**src/rtl/osd_wrdec_pkg.sv**
```systemverilog
package osd_wrdec_pkg;
  // Byte-level bus engine states
  typedef enum logic [2:0] {
    LK_IDLE, LK_RECV, LK_WAITF, LK_ACK, LK_SEND, LK_MACK
  } link_st_t;

  // Framing decoder states
  typedef enum logic [1:0] {
    FM_ADDR, FM_ONE, FM_STREAM
  } fmt_st_t;

  localparam int BYTE_W = 8;
endpackage

```
**src/rtl/osd_i2c_sync.sv**
```systemverilog
module osd_i2c_sync #(
  parameter int STAGES = 2
) (
  input  logic clk,
  input  logic rst_n,
  input  logic scl_i,
  input  logic sda_i,
  output logic scl_s,
  output logic sda_s,
  output logic scl_rise,
  output logic scl_fall,
  output logic start_det,
  output logic stop_det
);
  logic [STAGES-1:0] scl_ff, sda_ff;
  logic scl_q, sda_q;

  always_ff @(posedge clk or negedge rst_n) begin
    if (!rst_n) begin
      scl_ff <= '1;
      sda_ff <= '1;
      scl_q  <= 1'b1;
      sda_q  <= 1'b1;
    end else begin
      scl_ff[0] <= scl_i;
      sda_ff[0] <= sda_i;
      for (int i = 1; i < STAGES; i++) begin
        scl_ff[i] <= scl_ff[i-1];
        sda_ff[i] <= sda_ff[i-1];
      end
      scl_q <= scl_s;
      sda_q <= sda_s;
    end
  end

  assign scl_s     = scl_ff[STAGES-1];
  assign sda_s     = sda_ff[STAGES-1];
  assign scl_rise  = scl_s && !scl_q;
  assign scl_fall  = !scl_s && scl_q;
  assign start_det = scl_s && scl_q && sda_q && !sda_s;
  assign stop_det  = scl_s && scl_q && !sda_q && sda_s;
endmodule

```
**src/rtl/osd_i2c_link.sv**
```systemverilog
module osd_i2c_link
  import osd_wrdec_pkg::*;
#(
  parameter logic [6:0] DEV_ADDR = 7'h3D
) (
  input  logic              clk,
  input  logic              rst_n,
  input  logic              scl_s,
  input  logic              sda_s,
  input  logic              scl_rise,
  input  logic              scl_fall,
  input  logic              start_det,
  input  logic              stop_det,
  input  logic [BYTE_W-1:0] status_byte,
  input  logic              byte_ok,
  output logic              sda_oe,
  output logic              byte_stb,
  output logic [BYTE_W-1:0] byte_data
);
  link_st_t          st;
  logic [2:0]        cnt;
  logic [BYTE_W-1:0] shreg, txsh;
  logic              is_addr, rd_q, ack_q;

  assign byte_data = shreg;

  always_ff @(posedge clk or negedge rst_n) begin
    if (!rst_n) begin
      st <= LK_IDLE; cnt <= '0; shreg <= '0; txsh <= '0;
      is_addr <= 1'b0; rd_q <= 1'b0; ack_q <= 1'b0;
      sda_oe <= 1'b0; byte_stb <= 1'b0;
    end else begin
      byte_stb <= 1'b0;
      if (byte_stb) ack_q <= byte_ok;
      if (start_det) begin
        st <= LK_RECV; cnt <= '0; is_addr <= 1'b1; sda_oe <= 1'b0;
      end else if (stop_det) begin
        st <= LK_IDLE; sda_oe <= 1'b0;
      end else begin
        case (st)
          LK_RECV: if (scl_rise) begin
            shreg <= {shreg[BYTE_W-2:0], sda_s};
            if (cnt == 3'd7) begin
              cnt <= '0;
              st  <= LK_WAITF;
              if (is_addr) begin
                ack_q <= (shreg[BYTE_W-2:0] == DEV_ADDR);
                rd_q  <= sda_s;
              end else begin
                byte_stb <= 1'b1;
              end
            end else begin
              cnt <= cnt + 3'd1;
            end
          end
          LK_WAITF: if (scl_fall) begin
            sda_oe <= ack_q;
            st     <= LK_ACK;
          end
          LK_ACK: if (scl_fall) begin
            sda_oe  <= 1'b0;
            is_addr <= 1'b0;
            if (is_addr && !ack_q) begin
              st <= LK_IDLE;
            end else if (is_addr && rd_q) begin
              st     <= LK_SEND;
              txsh   <= status_byte;
              sda_oe <= !status_byte[BYTE_W-1];
              cnt    <= '0;
            end else begin
              st <= LK_RECV;
            end
          end
          LK_SEND: if (scl_fall) begin
            if (cnt == 3'd7) begin
              sda_oe <= 1'b0;
              st     <= LK_MACK;
            end else begin
              txsh   <= {txsh[BYTE_W-2:0], 1'b0};
              sda_oe <= !txsh[BYTE_W-2];
              cnt    <= cnt + 3'd1;
            end
          end
          LK_MACK: if (scl_rise) st <= LK_IDLE;
          default: st <= LK_IDLE;
        endcase
      end
    end
  end

  AST_SDA_IDLE: assert property (@(posedge clk) disable iff (!rst_n)
    (st == LK_IDLE) |-> !sda_oe);
  AST_PULL_ON_SCL_LOW: assert property (@(posedge clk) disable iff (!rst_n)
    $rose(sda_oe) |-> !scl_s);
  AST_RELEASE_FOR_MASTER_ACK: assert property (@(posedge clk) disable iff (!rst_n)
    (st == LK_MACK) |-> !sda_oe);
endmodule

```
**src/rtl/osd_frame_dec.sv**
```systemverilog
module osd_frame_dec
  import osd_wrdec_pkg::*;
#(
  parameter int ROW_W    = 4,
  parameter int COL_W    = 5,
  parameter int NUM_COLS = 30,
  parameter int STAT_ROW = 15,
  parameter int STAT_COL = 23,
  parameter int FLAG_BIT = 1
) (
  input  logic              clk,
  input  logic              rst_n,
  input  logic              txn_reset,
  input  logic              byte_stb,
  input  logic [BYTE_W-1:0] byte_in,
  output logic              byte_ok,
  output logic [BYTE_W-1:0] status_byte,
  output logic              wr_valid,
  input  logic              wr_ready,
  output logic [ROW_W-1:0]  wr_row,
  output logic [COL_W-1:0]  wr_col,
  output logic [BYTE_W-1:0] wr_data,
  output logic              wr_page
);
  fmt_st_t          fmt;
  logic [ROW_W-1:0] row_q;
  logic [COL_W-1:0] col_q;
  logic             page_q, flag_q, slot_busy, take;

  assign slot_busy = wr_valid && !wr_ready;
  assign byte_ok   = (fmt == FM_ADDR) || !slot_busy;
  assign take      = byte_stb && (fmt != FM_ADDR) && !slot_busy;

  always_comb begin
    status_byte           = '0;
    status_byte[FLAG_BIT] = flag_q;
  end

  always_ff @(posedge clk or negedge rst_n) begin
    if (!rst_n) begin
      fmt <= FM_ADDR; row_q <= '0; col_q <= '0; page_q <= 1'b0; flag_q <= 1'b0;
      wr_valid <= 1'b0; wr_row <= '0; wr_col <= '0; wr_data <= '0; wr_page <= 1'b0;
    end else begin
      if (wr_valid && wr_ready) wr_valid <= 1'b0;
      if (take) begin
        wr_valid <= 1'b1;
        wr_row   <= row_q;
        wr_col   <= col_q;
        wr_data  <= byte_in;
        wr_page  <= page_q;
        if (row_q == ROW_W'(STAT_ROW) && col_q == COL_W'(STAT_COL))
          flag_q <= byte_in[FLAG_BIT];
      end
      if (txn_reset) begin
        fmt <= FM_ADDR;
      end else if (byte_stb) begin
        case (fmt)
          FM_ADDR:
            if (byte_in[7]) begin
              row_q <= byte_in[ROW_W-1:0];
            end else begin
              col_q  <= byte_in[COL_W-1:0];
              page_q <= byte_in[5];
              fmt    <= byte_in[6] ? FM_STREAM : FM_ONE;
            end
          FM_ONE: if (take) fmt <= FM_ADDR;
          FM_STREAM:
            if (take) begin
              if (col_q == COL_W'(NUM_COLS - 1)) begin
                col_q <= '0;
                row_q <= row_q + 1'b1;
              end else begin
                col_q <= col_q + 1'b1;
              end
            end
          default: fmt <= FM_ADDR;
        endcase
      end
    end
  end

  AST_HOLD_STABLE: assert property (@(posedge clk) disable iff (!rst_n)
    (wr_valid && !wr_ready) |=> (wr_valid && $stable(wr_row) && $stable(wr_col)
                                 && $stable(wr_data) && $stable(wr_page)));
  AST_STREAM_STICKY: assert property (@(posedge clk) disable iff (!rst_n)
    (fmt == FM_STREAM && !txn_reset) |=> (fmt == FM_STREAM));
endmodule

```
**src/rtl/osd_i2c_wrdec.sv**
```systemverilog
module osd_i2c_wrdec
  import osd_wrdec_pkg::*;
#(
  parameter logic [6:0] DEV_ADDR    = 7'h3D,
  parameter int         ROW_W       = 4,
  parameter int         NUM_COLS    = 30,
  parameter int         SYNC_STAGES = 2,
  parameter int         STAT_ROW    = 15,
  parameter int         STAT_COL    = 23,
  parameter int         FLAG_BIT    = 1,
  localparam int        COL_W       = $clog2(NUM_COLS)
) (
  input  logic              clk,
  input  logic              rst_n,
  input  logic              scl_i,
  input  logic              sda_i,
  output logic              sda_oe,
  output logic              wr_valid,
  input  logic              wr_ready,
  output logic [ROW_W-1:0]  wr_row,
  output logic [COL_W-1:0]  wr_col,
  output logic [BYTE_W-1:0] wr_data,
  output logic              wr_page
);
  logic              scl_s, sda_s, scl_rise, scl_fall, start_det, stop_det;
  logic              byte_stb, byte_ok;
  logic [BYTE_W-1:0] byte_data, status_byte;

  osd_i2c_sync #(.STAGES(SYNC_STAGES)) u_sync (
    .clk(clk), .rst_n(rst_n), .scl_i(scl_i), .sda_i(sda_i),
    .scl_s(scl_s), .sda_s(sda_s), .scl_rise(scl_rise), .scl_fall(scl_fall),
    .start_det(start_det), .stop_det(stop_det)
  );

  osd_i2c_link #(.DEV_ADDR(DEV_ADDR)) u_link (
    .clk(clk), .rst_n(rst_n), .scl_s(scl_s), .sda_s(sda_s),
    .scl_rise(scl_rise), .scl_fall(scl_fall),
    .start_det(start_det), .stop_det(stop_det),
    .status_byte(status_byte), .byte_ok(byte_ok),
    .sda_oe(sda_oe), .byte_stb(byte_stb), .byte_data(byte_data)
  );

  osd_frame_dec #(
    .ROW_W(ROW_W), .COL_W(COL_W), .NUM_COLS(NUM_COLS),
    .STAT_ROW(STAT_ROW), .STAT_COL(STAT_COL), .FLAG_BIT(FLAG_BIT)
  ) u_dec (
    .clk(clk), .rst_n(rst_n), .txn_reset(start_det || stop_det),
    .byte_stb(byte_stb), .byte_in(byte_data), .byte_ok(byte_ok),
    .status_byte(status_byte),
    .wr_valid(wr_valid), .wr_ready(wr_ready), .wr_row(wr_row),
    .wr_col(wr_col), .wr_data(wr_data), .wr_page(wr_page)
  );
endmodule

```
**config.mk**
```make
export PLATFORM = sky130hd
export DESIGN_NAME = osd_i2c_wrdec
export DESIGN_NICKNAME = d
export VERILOG_FILES = /design/src/rtl/osd_wrdec_pkg.sv /design/src/rtl/osd_i2c_sync.sv /design/src/rtl/osd_i2c_link.sv /design/src/rtl/osd_frame_dec.sv /design/src/rtl/osd_i2c_wrdec.sv
export SDC_FILE = /design/constraint.sdc
export NUM_CORES = 1
export LEC_CHECK = 0
export BUFFER_PORTS_ARGS = -buffer_cell sky130_fd_sc_hd__buf_2
export CORE_MARGIN = 3
export CORE_UTILIZATION = 50
export CTS_CLUSTER_DIAMETER = 80
export DETAILED_ROUTE_END_ITERATION = 16
export PLACE_DENSITY = 0.75
export SLEW_MARGIN = 20
export SYNTH_ARGS = -nofsm -noshare
export SYNTH_HDL_FRONTEND = slang
export SYNTH_SLANG_ARGS = --single-unit
```
**constraint.sdc**
```tcl
create_clock -name clk -period 3.87 [get_ports clk]
set_input_delay 0.387 -clock clk [delete_from_list [all_inputs] [get_ports clk]]
set_output_delay 0.387 -clock clk [all_outputs]
set_load 0.05 [all_outputs]
```
== Word level (Yosys, flattened, before mapping) ==
Index checks and enable logic that the tools add are counted.

* Register bits: 64
* Bits in latches: 0
* Memory bits (writable): 0
* Bits in read-only memories: 0
* Bits of input ports: 5
* Output and inout bits: 20
* Logic and storage cells: 184
* Memories: 0

* $add $sub $neg: 3
* Multipliers: 0
* Divide/modulo/power cells: 0
* $lt $le $gt $ge: 0
* Equal/unequal tests: 38
* Shift-type cells: 0
* Mux-type cells: 70
* Bitwise operators: 4
* Reduce and logical (&&, ||, !) cells: 46

{| class="wikitable"
|+ Operators by type and width
! kind !! count
|-
| 3-bit 2-to-1 mux || 20
|-
| 7-bit 2-to-1 mux || 5
|-
| 1-bit 2-to-1 mux || 27
|-
| 4-bit inequality test, second input constant || 5
|-
| 4-bit AND reduction || 4
|-
| 8-bit AND reduction || 2
|-
| 5-bit 2-to-1 mux || 3
|-
| 3-bit inequality test, second input constant || 5
|-
| 3-bit one-hot mux with 5 select lines || 1
|-
| 1-bit logical AND || 14
|-
| 2-bit inequality test, second input constant || 7
|-
| 7-bit one-hot mux with 2 select lines || 1
|-
| 2-bit nonzero test || 7
|-
| 4-bit 2-to-1 mux || 3
|-
| 6-bit AND reduction || 2
|-
| 5-bit equality test, second input constant || 2
|-
| 2-bit 2-to-1 mux || 5
|-
| 5-bit one-hot mux with 2 select lines || 1
|-
| 3-bit equality test, second input constant || 3
|-
| 3-bit one-hot mux with 3 select lines || 1
|-
| 1-bit logical NOT || 8
|-
| 2-bit by 1-bit inequality test with 1-bit output, second input constant || 4
|-
| 4-bit by 3-bit inequality test with 1-bit output, second input constant || 2
|-
| 4-bit one-hot mux with 2 select lines || 1
|-
| 22 further kinds || 28
|}

== Longest topological paths before layout ==
* Word-level depth: 11
* Gate-level depth with buffers: 8
* Gate-level depth less buffers: 7

== By module ==
A second synthesis with hierarchy kept.

* Cell total of the unflattened synthesis: 285
* Area, all modules: 3260.6 um^2

{| class="wikitable"
|+ By module, submodules not included
! module !! times used !! cells each !! area an instance (um^2) !! sequential area each (um^2)
|-
| osd_frame_dec || 1 || 139 || 1591.5 || 800.8
|-
| osd_i2c_link || 1 || 135 || 1472.7 || 650.6
|-
| osd_i2c_sync || 1 || 10 || 190.2 || 157.7
|-
| osd_i2c_wrdec || 1 || 1 || 6.3 || 0.0
|}

== Least setup slack after synthesis ==
OpenSTA, ideal clock, no wires.

* Path kind: reg-to-reg
* Start: register u_sync.scl_ff[1]
* End: register u_dec.col_q[0]
* Library setup time: 0.125 ns
* Arrival: 1.595 ns
* Data required time: 3.745 ns
* Setup slack: 2.151 ns
* Cell stages (with the launch flop): 6
* Path buffers: 1
* Clock period less this slack: 1.719 ns
* Path through: dfstp_2 > buf_2 > nand2_1 > o21ai_1 > a211o_1 > mux2_2

* Longest elaborated chain between the ends: 6
* Elaborated cells on any way between the ends: 8
* Classes of those cells: bitwise: 1; reduce/logical: 7

{| class="wikitable"
|+ RTL lines
! what !! line !! text
|-
| start, declared || osd_i2c_sync.sv:15 || <nowiki>logic [STAGES-1:0] scl_ff, sda_ff;</nowiki>
|-
| start signal, assigned by index || osd_i2c_sync.sv:28 || <nowiki>scl_ff[i] <= scl_ff[i-1];</nowiki>
|-
| 1-bit logical AND * || osd_i2c_sync.sv:40, osd_i2c_sync.sv:41 ||
|-
| 1-bit logical AND (on tied branches) (2 in a row) || osd_i2c_sync.sv:40, osd_i2c_sync.sv:41 ||
|-
| 1-bit logical OR * || osd_i2c_wrdec.sv:47 || <nowiki>.clk(clk), .rst_n(rst_n), .txn_reset(start_det || stop_det),</nowiki>
|-
| 1-bit NOT (no line) * || n/a ||
|-
| 5-bit AND reduction (no line) * || n/a ||
|-
| end signal, assigned || osd_frame_dec.sv:62 || <nowiki>col_q <= byte_in[COL_W-1:0];</nowiki>
|-
| end signal, assigned || osd_frame_dec.sv:73 || <nowiki>col_q <= col_q + 1'b1;</nowiki>
|-
| end, declared || osd_frame_dec.sv:27 || <nowiki>logic [COL_W-1:0] col_q;</nowiki>
|}

Every way passes the cells marked *; elsewhere a longest branch is shown, timed or not.
A chain may end at the register's enable or synchronous reset.

== Worst setup path in the final report ==
* Start: register u_sync.scl_ff[1]
* End: register u_link.rd_q

* Longest elaborated chain between the ends: 5
* Elaborated cells on any way between the ends: 9
* Classes of those cells: bitwise: 2; reduce/logical: 7

{| class="wikitable"
|+ RTL lines
! what !! line !! text
|-
| 1-bit logical AND || osd_i2c_sync.sv:40, osd_i2c_sync.sv:41 ||
|-
| 1-bit logical AND (on tied branches) (2 in a row) || osd_i2c_sync.sv:41, osd_i2c_sync.sv:40 ||
|-
| 1-bit NOT (no line) || n/a ||
|-
| 6-bit AND reduction (no line) * || n/a ||
|-
| end signal, assigned || osd_i2c_link.sv:48 || <nowiki>rd_q <= sda_s;</nowiki>
|-
| end, declared || osd_i2c_link.sv:23 || <nowiki>logic is_addr, rd_q, ack_q;</nowiki>
|}

Marks and branches as above.

==> flow_metrics.py <==
metrics = {
    "run_status": {
        "run_status": "complete, no violations",
    },
    "global_route": {
        "grt_first_pass_wirelength_mm": 10.5,
        "grt_use_total": 0.188,
        "antenna_violations_before_repair": 0,
        "grt_max_degree": 36,
        "met2_grt_util": 0.281,
        "grt.met3_usage": 0.0347,
        "number_of_global_route_vias_before_repair": 2161,
        "grt_busiest_layer": "met2",
        "grt_remaining_overflow": 0,
        "grt_util_met1": 0.257,
    },
    "timing": {
        "post-route-period-util": 0.577,
        "setup_total_negative_slack_ns": 0,
        "worst_slew_pin_tran_ns": 1.02,
        "grt_setup_unrepaired": "no",
        "setup_viol_count_final": 0,
        "final_max_slew_viol_count": 0,
        "fin_skew_ns": 0.00910,
        "final_hold_viol_count": 0,
        "fmax_mhz": 448,
        "slew_headroom": 0.317,
        "period_minus_slack_ns": 2.23,
    },
    "final_layout": {
        "fillerInstances": 466,
        "antennaDiodeCount": 0,
        "multi_input_area_um2": 1310,
        "register_area_um2": 1580,
        "fin_area_um2": 3370,
        "postLayoutCoreUtil": 0.597,
        "final_cells": 370,
        "final_net_count": 303,
        "drive_above_1_share": 0.289,
        "flow.area_growth_from_synthesis_pct": 12.7,
    },
    "worst_setup_path": {
        "timing.critical_path.required_ns": 4.09,
        "crit-reg2reg-launch": "u_sync.scl_ff[1]$_DFF_PN1_",
        "crit-reg2reg-capture": "u_link.rd_q$_DFFE_PN0P_",
        "worstSetupStartpointType": "register",
        "cp.arrival_ns": 2.45,
        "ff2ff_setup_slack_ns": 1.64,
        "critical-path-slowest-cell": "sky130_fd_sc_hd__nor4_2",
        "max_stage_delay_ns": 0.78,
        "critPathKind": "register to register",
        "logic_depth_of_the_worst_register_to_register_path": 4,
        "cp_cell_sequence": "nand2_1 > nor4_2 > nand3_1 > mux2_2",
        "path_buf_inv": 0,
        "cpLargestDelayFamily": "simple AND/OR/NAND/NOR gates",
        "critical_path_peak_fanout": 11,
        "critPathCaptureType": "register",
    },
    "die": {
        "initial_cell_density_of_the_core": 0.530,
        "die_outline_area_um2": 6940,
        "floorplan.rows": 27,
        "die_width_um": 83.3,
        "dieHeight_um": 83.3,
        "io_pins": 25,
        "coreArea_um2": 5640,
    },
    "hold_path": {
        "timing.hold.worst.class": "input port to asynchronous set/reset pin",
    },
    "clock_tree": {
        "cts-root-buf": "sky130_fd_sc_hd__clkbuf_8",
        "cts-root-to-sink-buffers": 2,
        "postCtsSetupRepairBufs": 0,
        "tritoncts": "built",
        "number_of_h_tree_levels": 3,
        "cts-hold-fix-buffers": 0,
        "clkLatencyLatePin_ns": 0.34,
        "number_of_clock_sinks": 63,
        "number_of_gates_given_a_new_drive_strength_after_cts": 0,
        "clk_pin_slew_ns": 0.06,
        "cts_made_buffers": 9,
    },
    "route": {
        "post-route-drc-count": 0,
        "wire_per_inst_um": 16.0,
        "route.antenna.remaining_nets": 0,
        "drt_pre_antenna_iters": 4,
        "detail_route.vias_per_cell": 5.76,
        "num_vias": 2131,
        "initialDrtViolationCount": 108,
        "drt_wl_total_mm": 5.90,
    },
    "logic_synthesis": {
        "synthArstFlopShare": 1.00,
        "synth_adder_area_share": 0.0209,
        "syn-instance-count": 271,
        "yosys.cell_types.count": 50,
        "ys_warn_count": 0,
        "synth_compound_area_frac": 0.144,
        "yosys.area_share.xor_xnor": 0.00586,
        "top_area_cells_in_the_synthesized_netlist": "sky130_fd_sc_hd__dfrtp_1 (48%), sky130_fd_sc_hd__mux2_2 (11%), sky130_fd_sc_hd__dfstp_2 (5.3%)",
        "synthesis.area_um2": 2990,
        "post_synth_and_or_nand_nor_area_fraction": 0.147,
        "yosys.area.top_type": "sky130_fd_sc_hd__dfrtp_1",
        "synth.area.mux_share": 0.119,
        "synth-edff-count": 0,
        "syn-num-nets": 281,
        "synth.yosys.seq_area_share": 0.530,
        "syn-mean-instance-area_um2": 11.0,
        "combinational_family_with_the_most_area_after_synthesis": "simple AND/OR/NAND/NOR gates",
        "synth_top_cell_area_share": 0.477,
        "synth-seq-cells": 63,
        "synthFlopType": "sky130_fd_sc_hd__dfrtp_1",
    },
    "pwr": {
        "power_after_layout_mw": 1.74,
        "ir_drop_mv": 0.275,
        "combinationalPowerShare": 0.131,
        "leakage_nw": 1.56,
        "pwr-share-clk": 0.397,
        "power.switching_mw": 0.460,
        "power_density_nw_per_um2": 517,
        "share_seq_of_total_power": 0.472,
        "power_switching_share": 0.264,
        "p_int_mw": 1.28,
    },
    "flow_run": {
        "cap_violations": 0,
    },
    "place": {
        "placed_cells_incl_taps": 354,
        "io_buffers": 24,
        "dpl_cell_area_um2": 3130,
        "routabilityCongestion": 0.848,
        "place_hpwl_mm": 3.96,
    },
}
-- metal layers --
metal / vias to the layer above / share of wire
li1: 1018 / -
met1: 1046 / 0.48
met2: 52 / 0.45
met3: 15 / 0.037
met4: 0 / 0.032
met5: - / 0
-- worst max-delay path by stage --
stage / start / to / slack, ns / cells after the start
after detailed placement: u_sync.scl_ff[1]$_DFF_PN1_ / u_link.rd_q$_DFFE_PN0P_ / 1.67 / 4
after floorplan: u_sync.scl_ff[1]$_DFF_PN1_ / u_dec.col_q[0]$_DFFE_PN0P_ / 2.15 / 5
after CTS: u_sync.scl_ff[1]$_DFF_PN1_ / u_link.rd_q$_DFFE_PN0P_ / 1.63 / 4
final: u_sync.scl_ff[1]$_DFF_PN1_ / u_link.rd_q$_DFFE_PN0P_ / 1.64 / 4
after global routing: u_dec.fmt[1]$_DFFE_PN0P_ / u_dec.flag_q$_DFFE_PN0P_ / 1.42 / 5
after global placement: u_sync.scl_ff[1]$_DFF_PN1_ / u_link.rd_q$_DFFE_PN0P_ / 1.71 / 4
-- synth_stat cells (2+ instances only) --
cell type                  number
sky130_fd_sc_hd__a211o_1        2
sky130_fd_sc_hd__a211oi_1       2
sky130_fd_sc_hd__a21oi_1       12
sky130_fd_sc_hd__a22o_1         2
sky130_fd_sc_hd__a31oi_1        6
sky130_fd_sc_hd__buf_2         10
sky130_fd_sc_hd__buf_6          2
sky130_fd_sc_hd__dfrtp_1       57
sky130_fd_sc_hd__dfstp_2        6
sky130_fd_sc_hd__ha_1           5
sky130_fd_sc_hd__inv_1          4
sky130_fd_sc_hd__mux2_2        29
sky130_fd_sc_hd__mux2i_1        3
sky130_fd_sc_hd__nand2_1       26
sky130_fd_sc_hd__nand2b_1       8
sky130_fd_sc_hd__nand3_1       10
sky130_fd_sc_hd__nand3b_1       2
sky130_fd_sc_hd__nand4b_1       2
sky130_fd_sc_hd__nor2_1        10
sky130_fd_sc_hd__nor2b_1        8
sky130_fd_sc_hd__nor3_1         7
sky130_fd_sc_hd__o211ai_1       2
sky130_fd_sc_hd__o21ai_0       22
sky130_fd_sc_hd__o21ai_1        4
sky130_fd_sc_hd__o21ai_2        4
sky130_fd_sc_hd__xnor2_1        2
-- power groups by stage --
stage / Sequential [mW] / Combinational [mW] / Clock (mW)
floorplan: 0.804 / 0.192 / 0
global placement: 0.828 / 0.222 / 0
detailed placement: 0.832 / 0.230 / 0
CTS: 0.820 / 0.231 / 0.705
global route: 0.835 / 0.262 / 0.737
finish: 0.822 / 0.229 / 0.692
-- state kept, by name (all words and copies together) (netlist names), 3 cells and up --
signal,cells
u_dec.wr_data,8
u_link.byte_data,8
u_link.txsh,6
u_dec.col_q,5
u_dec.wr_col,5
u_dec.row_q,4
u_dec.wr_row,4
u_link.cnt,3
u_link.st,3
-- layout make-up --
class | instances | share of cell area
clock buffer | 13 | 0.0442
tap | 72 | 0.0268
sequential | 63 | 0.470
inverter | 4 | 0.00446
timing repair buffer | 25 | 0.0379
multi-input combinational | 190 | 0.389
clock inverter | 3 | 0.0268
-- logic make-up after synthesis --
logic type,count (synthesis)
AND/OR/NAND/NOR,83
AO/OA/AOI/OAI,68
flip-flops,63
multiplexers,32
buffers and inverters,18
adder cells (fa/ha/maj),5
XOR/XNOR,2
-- stage by stage --
step / hold slack (ns) / worst slack [ns]
after floorplan: 0.0914 / 2.15
after global placement: 0.346 / 1.71
after detailed placement: 0.347 / 1.67
after CTS: 0.0954 / 1.63
after global routing: 0.118 / 1.42
final: 0.0764 / 1.64
-- layout by cell type (no fill, tap or decap), drive strengths merged, types with 8 or more instances in the layout --
cell / netlist / layout
nand2: 27 / 27
dfrtp: 57 / 57
mux2: 29 / 29
nand2b: 9 / 9
buf: 13 / 25
nor2: 10 / 10
a21oi: 12 / 12
nand3: 10 / 10
o21ai: 30 / 30
nor2b: 8 / 8
clkbuf: 1 / 13
(Power assumes the default switching activity.)
